==> src/rtl/lif_pkg.sv <==
package lif_pkg;
  typedef enum logic [1:0] {
    W_ZERO = 2'b00,
    W_POS  = 2'b01,
    W_RSV  = 2'b10,
    W_NEG  = 2'b11
  } w_code_e;
endpackage

==> src/rtl/lif_leak_shift.sv <==
module lif_leak_shift #(
  parameter int P_W  = 16,
  parameter int DT_W = 5
) (
  input  logic signed [P_W-1:0]  pot_i,
  input  logic        [DT_W-1:0] dt_i,
  output logic signed [P_W-1:0]  pot_o
);
  localparam int SH_W = $clog2(P_W);
  localparam int ST_N = (DT_W < SH_W) ? DT_W : SH_W;

  logic signed [P_W-1:0] stg [0:ST_N];
  logic                  ovf;

  assign stg[0] = pot_i;

  for (genvar k = 0; k < ST_N; k++) begin : g_stage
    assign stg[k+1] = dt_i[k] ? (stg[k] >>> (1 << k)) : stg[k];
  end

  if (DT_W > SH_W) begin : g_ovf
    assign ovf = |dt_i[DT_W-1:SH_W];
  end else begin : g_no_ovf
    assign ovf = 1'b0;
  end

  // gap beyond width: only sign bits survive
  assign pot_o = ovf ? {P_W{pot_i[P_W-1]}} : stg[ST_N];
endmodule

==> src/rtl/lif_weight_mux.sv <==
module lif_weight_mux
  import lif_pkg::*;
#(
  parameter int P_W    = 16,
  parameter int FRAC_W = 8
) (
  input  logic [1:0]            code_i,
  output logic signed [P_W-1:0] inc_o
);
  localparam logic signed [P_W-1:0] ONE = P_W'(1) <<< FRAC_W;

  always_comb begin
    unique case (w_code_e'(code_i))
      W_POS:   inc_o = ONE;
      W_NEG:   inc_o = -ONE;
      default: inc_o = '0;
    endcase
  end
endmodule

==> src/rtl/lif_accum.sv <==
module lif_accum #(
  parameter int P_W    = 16,
  parameter int FRAC_W = 8
) (
  input  logic signed [P_W-1:0] leak_i,
  input  logic signed [P_W-1:0] inc_i,
  output logic signed [P_W-1:0] pot_o,
  output logic                  fire_o
);
  localparam logic signed [P_W-1:0] THR   = P_W'(1) <<< FRAC_W;
  localparam logic signed [P_W-1:0] S_MAX = {1'b0, {(P_W-1){1'b1}}};
  localparam logic signed [P_W-1:0] S_MIN = {1'b1, {(P_W-1){1'b0}}};

  logic signed [P_W:0]   sum;
  logic signed [P_W-1:0] sat;

  assign sum = {leak_i[P_W-1], leak_i} + {inc_i[P_W-1], inc_i};

  always_comb begin
    if (sum[P_W] != sum[P_W-1]) sat = sum[P_W] ? S_MIN : S_MAX;
    else                        sat = sum[P_W-1:0];
  end

  assign fire_o = (sat >= THR);
  assign pot_o  = fire_o ? (sat - THR) : sat;
endmodule

==> src/rtl/lif_event_core.sv <==
module lif_event_core #(
  parameter int P_W    = 16,
  parameter int FRAC_W = 8,
  parameter int DT_W   = 5
) (
  input  logic                  clk_i,
  input  logic                  rst_ni,
  input  logic                  clear_i,
  input  logic                  evt_valid_i,
  output logic                  evt_ready_o,
  input  logic [DT_W-1:0]       evt_dt_i,
  input  logic [1:0]            evt_wcode_i,
  output logic                  spike_o,
  output logic signed [P_W-1:0] pot_o
);
  logic signed [P_W-1:0] pot_q, leak, inc, pot_nxt;
  logic                  fire, spike_q, take;

  assign evt_ready_o = ~clear_i;
  assign take        = evt_valid_i & evt_ready_o;

  lif_leak_shift #(.P_W(P_W), .DT_W(DT_W)) u_leak (
    .pot_i (pot_q),
    .dt_i  (evt_dt_i),
    .pot_o (leak)
  );

  lif_weight_mux #(.P_W(P_W), .FRAC_W(FRAC_W)) u_wmux (
    .code_i (evt_wcode_i),
    .inc_o  (inc)
  );

  lif_accum #(.P_W(P_W), .FRAC_W(FRAC_W)) u_acc (
    .leak_i (leak),
    .inc_i  (inc),
    .pot_o  (pot_nxt),
    .fire_o (fire)
  );

  always_ff @(posedge clk_i or negedge rst_ni) begin
    if (!rst_ni) begin
      pot_q   <= '0;
      spike_q <= 1'b0;
    end else if (clear_i) begin
      pot_q   <= '0;
      spike_q <= 1'b0;
    end else if (take) begin
      pot_q   <= pot_nxt;
      spike_q <= fire;
    end else begin
      spike_q <= 1'b0;
    end
  end

  assign spike_o = spike_q;
  assign pot_o   = pot_q;
endmodule


==> config.mk <==
export PLATFORM = sky130hd
export DESIGN_NAME = lif_event_core
export DESIGN_NICKNAME = d
export VERILOG_FILES = /design/src/rtl/lif_pkg.sv /design/src/rtl/lif_leak_shift.sv /design/src/rtl/lif_weight_mux.sv /design/src/rtl/lif_accum.sv /design/src/rtl/lif_event_core.sv
export SDC_FILE = /design/constraint.sdc
export NUM_CORES = 1
export LEC_CHECK = 0
export BUFFER_PORTS_ARGS = -buffer_cell sky130_fd_sc_hd__buf_2
export CAP_MARGIN = 20
export CORE_ASPECT_RATIO = 0.9
export CORE_UTILIZATION = 40
export CTS_CLUSTER_DIAMETER = 30
export DETAILED_ROUTE_END_ITERATION = 8
export HOLD_SLACK_MARGIN = 0.1
export SYNTH_ARGS = -nofsm -noshare
export SYNTH_HDL_FRONTEND = slang
export SYNTH_HIERARCHICAL = 1
export SYNTH_SLANG_ARGS = --single-unit
==> constraint.sdc <==
create_clock -name clk_i -period 14.4 [get_ports clk_i]
set_input_delay 0.72 -clock clk_i [delete_from_list [all_inputs] [get_ports clk_i]]
set_output_delay 0.72 -clock clk_i [all_outputs]
set_load 0.01 [all_outputs]
After elaboration in Yosys (flattened, before gate mapping)
Index checks and enable logic that the tools add are counted.

Register bits after elaboration: 17. Output and inout port bits: 18. Word-level logic and storage cells: 24.

$add $sub $neg: 2. Magnitude comparators: 1. Equality and inequality tests: 3. Multiplexer cells: 13. Bitwise gates (word level): 2. Reduce and logical (&&, ||, !) cells: 1.

Operator list (count): 16-bit 2-to-1 mux (5); 15-bit 2-to-1 mux (5); 16-bit one-hot mux with 2 select lines (1); 16-bit by 16-bit adder with 17-bit output (1); 16-bit by 10-bit greater-or-equal comparator with 1-bit output, second input constant (1); 16-bit by 10-bit subtractor with 16-bit output, second input constant (1); 2-bit by 1-bit equality test with 1-bit output, second input constant (1); 2-bit equality test, second input constant (1); 1-bit 2-to-1 mux (2); 2-bit nonzero test (1); 1-bit AND (1); 1-bit inequality test (1); 1-bit inverter (1).

Longest topological paths before layout
Depth after elaboration: 12. Mapped depth: 31.

By module
The synthesis kept the hierarchy.

Modules (own cells, without submodules): lif_accum (instances 1, cells each 189, area an instance 1341.3 µm², sequential area each 0.0 µm²); lif_leak_shift (instances 1, cells each 84, area an instance 769.5 µm², sequential area each 0.0 µm²); lif_event_core (instances 1, cells each 55, area an instance 698.2 µm², sequential area each 425.4 µm²); lif_weight_mux (instances 1, cells each 17, area an instance 118.9 µm², sequential area each 0.0 µm²).

Least setup slack after synthesis
No wires, ideal clock.

Path kind: input-to-reg. Start: in evt_dt_i[0]. End: reg pot_q[12] (netlist: pot_o[12]). Setup time: 0.071 ns. Arrival time: 5.794 ns. Data required time: 14.329 ns. Slack: 8.534 ns. Cell stages on the path: 29. Path buffers: 4. Cells stage by stage: buf_6 -> buf_4 -> nor2_1 -> mux2_2 -> mux2i_1 -> a21oi_1 -> ha_1 -> nand2_1 -> a21oi_1 -> a211o_1 -> o32a_1 -> a21o_1 -> a21o_1 -> xor2_1 -> ha_1 -> clkbuf_1 -> clkbuf_1 -> nor2_1 -> nor2_1 -> ha_1 -> nand2_1 -> a21oi_1 -> o2111ai_1 -> nand4bb_1 -> nor2b_1 -> o21a_1 -> o21ai_1 -> mux2i_1 -> nor2_1.

Cells in the longest elaborated chain, start to end: 12. Elaborated cells between the ends (all ways): 14.

Ends and longest elaborated chain: start, declared (line lif_event_core.sv:11) `input logic [DT_W-1:0] evt_dt_i,`; 15-bit 2-to-1 mux * (4 in a row) (line lif_leak_shift.sv:18) `assign stg[k+1] = dt_i[k] ? (stg[k] >>> (1 << k)) : stg[k];`; 15-bit 2-to-1 mux * (line lif_leak_shift.sv:28) `assign pot_o = ovf ? {P_W{pot_i[P_W-1]}} : stg[ST_N];`; via leak[10] (line lif_event_core.sv:16) `logic signed [P_W-1:0] pot_q, leak, inc, pot_nxt;`; 16-bit by 16-bit adder with 17-bit output * (line lif_accum.sv:17) `assign sum = {leak_i[P_W-1], leak_i} + {inc_i[P_W-1], inc_i};`; 16-bit 2-to-1 mux / 1-bit inequality test (equally long branches) (line lif_accum.sv:20) `if (sum[P_W] != sum[P_W-1]) sat = sum[P_W] ? S_MIN : S_MAX;`; 16-bit 2-to-1 mux * (line lif_accum.sv:20); 16-bit by 10-bit subtractor with 16-bit output / 16-bit by 10-bit greater-or-equal comparator with 1-bit output (equally long branches) (line lif_accum.sv:25, lif_accum.sv:24); 16-bit 2-to-1 mux * (line lif_accum.sv:25) `assign pot_o = fire_o ? (sat - THR) : sat;`; via pot_nxt[12] (line lif_event_core.sv:16); 16-bit 2-to-1 mux * (line lif_event_core.sv:47) `end else if (take) begin`; 16-bit 2-to-1 mux * (line lif_event_core.sv:44) `end else if (clear_i) begin`; end signal, assigned (line lif_event_core.sv:48) `pot_q <= pot_nxt;`; end, declared (line lif_event_core.sv:16).

The timed path passes the listed nets; every way through them passes the cells marked *. The select of a mux whose other input is x is not followed. A chain may end at the register's enable or synchronous reset.

Worst setup path after layout
Start: in evt_dt_i[1]. End: reg pot_q[12] (netlist: pot_o[12]).

Cells in the longest elaborated chain, start to end: 11. Elaborated cells between the ends (all ways): 13.

Ends and longest elaborated chain (line): 15-bit 2-to-1 mux * (3 in a row) (lif_leak_shift.sv:18); 15-bit 2-to-1 mux * (lif_leak_shift.sv:28); via leak[9] (lif_event_core.sv:16); 16-bit by 16-bit adder with 17-bit output * (lif_accum.sv:17); 16-bit 2-to-1 mux / 1-bit inequality test (equally long branches) (lif_accum.sv:20); 16-bit 2-to-1 mux * (lif_accum.sv:20); 16-bit by 10-bit subtractor with 16-bit output / 16-bit by 10-bit greater-or-equal comparator with 1-bit output (equally long branches) (lif_accum.sv:25, lif_accum.sv:24); 16-bit 2-to-1 mux * (lif_accum.sv:25); via pot_nxt[12] (lif_event_core.sv:16); 16-bit 2-to-1 mux * (lif_event_core.sv:47); 16-bit 2-to-1 mux * (lif_event_core.sv:44).

Marked as above.

==> reports/qor.csv <==
metric,value,unit
synthXorXnorAreaFrac,2.69,%
die_area,0.00767,sq mm
drcViolationCount,0,
holdBufCountCts,0,
postCtsSetupRepairBufs,0,
ys_top_cells_by_area,"dfrtp_1 (15%), mux2i_1 (12%), ha_1 (8.5%), nor2_1 (5.3%), buf_4 (4.4%)",
syn_area_per_cell,8.49,sq um
async_flop_share,100,%
worst_pin_slew,0.683,ns
grt_max_degree,22,
p_leak,1.44,nW
drt_wl_total,7280,microns
ff2ff_setup_slack,8.27,ns
place.gp.congestion,0.840,
ys_seq_elements,17,
synth.top_cell.area_share,14.5,%
antenna_cells,0,
period_share,45.2,%
r2r_end,pot_o[12],
hpwl,5810,microns
critPathLaunchType,input port,
ir_worst_vdd,0.000182,V
antenna_found_initial,0,
relSlewSlack,54.3,%
power_density,232,mW/mm^2
cts_buffers,3,
maxSlewViolCount,0,
hold_violations,0,
syn_area,0.00293,sq mm
synth-adder-area-share,9.23,%
timing.fmax,0.154,GHz
r2r_start,pot_o[15],
fill_cells,729,
yosysUniqueCellTypes,80,
synthSimpleGateAreaFrac,19.0,%
grt.overflow.total,0,
rows,29,
synth_top_family_by_area,compound AO/OA/AOI/OAI gates,
cts_buffer_depth,2,
hold_path.class,input port to async pin,
vias,2574,
insertion_delay,0.25,ns
detail-route-antenna-nets,0,
worstPathRequired,14.59,ns
core_region_area,0.00708,sq mm
reg2reg_depth,26,
synth_edf_count,0,
synth_compound_area_share,22.7,%
root_buffer,clkbuf_8,
nets,380,
synth.area.mux_share,21.4,%
synthCells,345,
rsz0062_at_grt,false,
utilization,42.4,%
clkTransAtPathRegs,0.07,ns
cts.repair.resized,0,
finalSetupTns,0,ns
port_buffers,28,
cp-end-kind,flop,
synth_flop_cell,dfrtp_1,
max_cap_violations,0,
boundaryPins,29,
grt_pass1_wl,12100,microns
layout-area-overhead-vs-synth,2.52,%
vias_per_cell,5.85,
drive_above_1_share,17.3,%
fin_crit,6.50,ns
critical_path_class,input port to flop,
finalSetupViolations,0,
cts.sinks,17,
seq_area_frac_synth,14.5,%
initial_utilization,41.4,%
first_iter_violations,162,
groute.usage.overall,19.4,%
status,"complete, no violations",
yosysTopAreaCell,dfrtp_1,
fin_skew,0.00703,ns
die_h,83.2,microns
cts_tree,yes,
fp.dieW,92.2,microns
critPathArrivalTime,6.70,ns
grt_pass1_vias,2380,
cts_max_level,1,
wl_per_cell,16.6,microns
cp_max_fo,20,
ys.warnings.count,6,
firstDrtPassIters,4,
==> cells in the mapped netlist, types with 3 or more instances <==
cell / number
nor2_1: 41
mux2i_1: 34
a21oi_1: 22
ha_1: 20
nand2_1: 20
buf_4: 17
dfrtp_1: 17
inv_1: 12
o21ai_0: 10
nand3_1: 8
clkbuf_1: 7
a21o_1: 6
buf_2: 6
mux2_2: 6
mux4_2: 5
nand2b_1: 5
o21a_1: 5
o21ai_1: 5
or3_1: 5
xnor2_1: 5
buf_6: 4
mux4_1: 4
nor3_1: 4
xor2_1: 4
a211o_1: 3
a31oi_1: 3
nand4_1: 3
nor2b_1: 3
o31ai_1: 3
o41ai_1: 3
==> worst max-delay path, cell delays in order <==
cell       delay (ns)
buf_2            0.33
mux2i_1          0.33
mux2i_1          0.15
mux2i_1          0.24
a21oi_1          0.11
ha_1             0.41
nand2_1          0.11
a21oi_1          0.04
a211o_1          0.34
o32a_1           0.36
a21o_1           0.17
a21o_1           0.18
xor2_1           0.15
ha_1             0.66
nand2_1          0.11
o2bb2ai_1        0.24
a41oi_2          0.14
o31ai_1          0.27
ha_1             0.24
nand2_1          0.05
a21oi_1          0.13
o2111ai_1        0.11
nand4bb_1        0.39
nor2b_1          0.24
o21a_1           0.16
o21ai_1          0.12
mux2i_1          0.09
nor2_1           0.09
==> worst max-delay path by stage <==
stage                      startpoint         to  slack, ns  depth (start not counted)
after CTS                 evt_dt_i[1]  pot_o[12]       7.94                         28
after global routing      evt_dt_i[1]  pot_o[12]       7.37                         28
after detailed placement  evt_dt_i[1]  pot_o[12]       7.67                         28
after global placement    evt_dt_i[1]  pot_o[12]       7.85                         28
after floorplan           evt_dt_i[0]  pot_o[12]       8.53                         29
final                     evt_dt_i[1]  pot_o[12]       7.90                         28
==> where the power goes <==
part	internal [W]	leakage, nW	total, W	switching [W]
sequential	0.0000661	0.226	0.0000970	0.0000309
clock	0.0000195	0.0217	0.0000358	0.0000163
combinational	0.000234	1.19	0.000565	0.000331
total	0.000319	1.44	0.000698	0.000378
==> cell type report <==
cell class	count	area, sq um	share of cell area [%]
tap	93	116	3.88
clock buffer	3	41.3	1.38
sequential	17	425	14.2
multi-input combinational	286	2230	74.2
clock inverter	1	7.51	0.250
inverter	12	45.0	1.50
timing repair buffer	28	140	4.67
==> cells by family (layout without fill, tap and decap cells) <==
family / count (synthesis) / in the layout
simple gates: 108 / 108
fa+ha+maj: 21 / 21
compound gates: 91 / 91
mux: 49 / 49
flops: 17 / 17
buf+inv: 49 / 44
xor+xnor: 9 / 9
other cells: 1 / 8
==> flip-flops by register name, indices dropped and copies added (netlist names) <==
signal,count
pot_o,16
spike_o,1
==> per-layer routing <==
metal / vias up / GRT usage, % / part of all wire, %
li1: 1272 / - / -
met1: 1248 / 29.2 / 50
met2: 46 / 30.2 / 44
met3: 8 / 2.47 / 5.2
met4: 0 / 2.84 / 0.84
met5: - / 0 / 0
==> cells in the final DEF (no fill, tap or decap), types with 2 or more instances in the layout <==
cell	Yosys	layout
a211o_1	3	3
o31ai_1	3	3
mux4_2	5	5
nand3_1	8	8
xnor2_1	5	5
buf_2	6	28
nor2b_1	3	3
a31oi_1	3	3
xor2_1	4	4
mux2i_1	34	34
o211ai_1	2	2
nor3_1	4	4
mux4_1	4	4
clkbuf_8	0	3
nand4_1	3	3
inv_1	12	12
nor2_1	41	41
a21oi_1	22	22
a211oi_2	2	2
or3_1	5	5
o21ai_0	10	10
o41ai_1	3	3
o22ai_1	2	2
ha_1	20	20
a21oi_2	2	2
a21o_1	6	6
o21ai_1	5	5
dfrtp_1	17	17
nand2_1	20	20
o21a_1	5	5
nand2b_1	5	5
conb_1	1	8
a221oi_1	2	2
mux2_2	6	6
==> stage by stage <==
stage,hold WS [ns],total power (W),setup slack [ns],cells,instance area (sq um)
2_1_floorplan,0.424,0.000534,8.53,352,2950
3_3_place_gp,0.560,0.000652,7.85,436,2950
3_5_place_dp,0.550,0.000653,7.67,436,2950
4_1_cts,0.373,0.000693,7.94,440,3000
5_1_grt,0.392,0.000763,7.37,440,3000
6_report,0.371,0.000698,7.90,440,3000
Note: power is estimated with default switching activity, not from simulation.
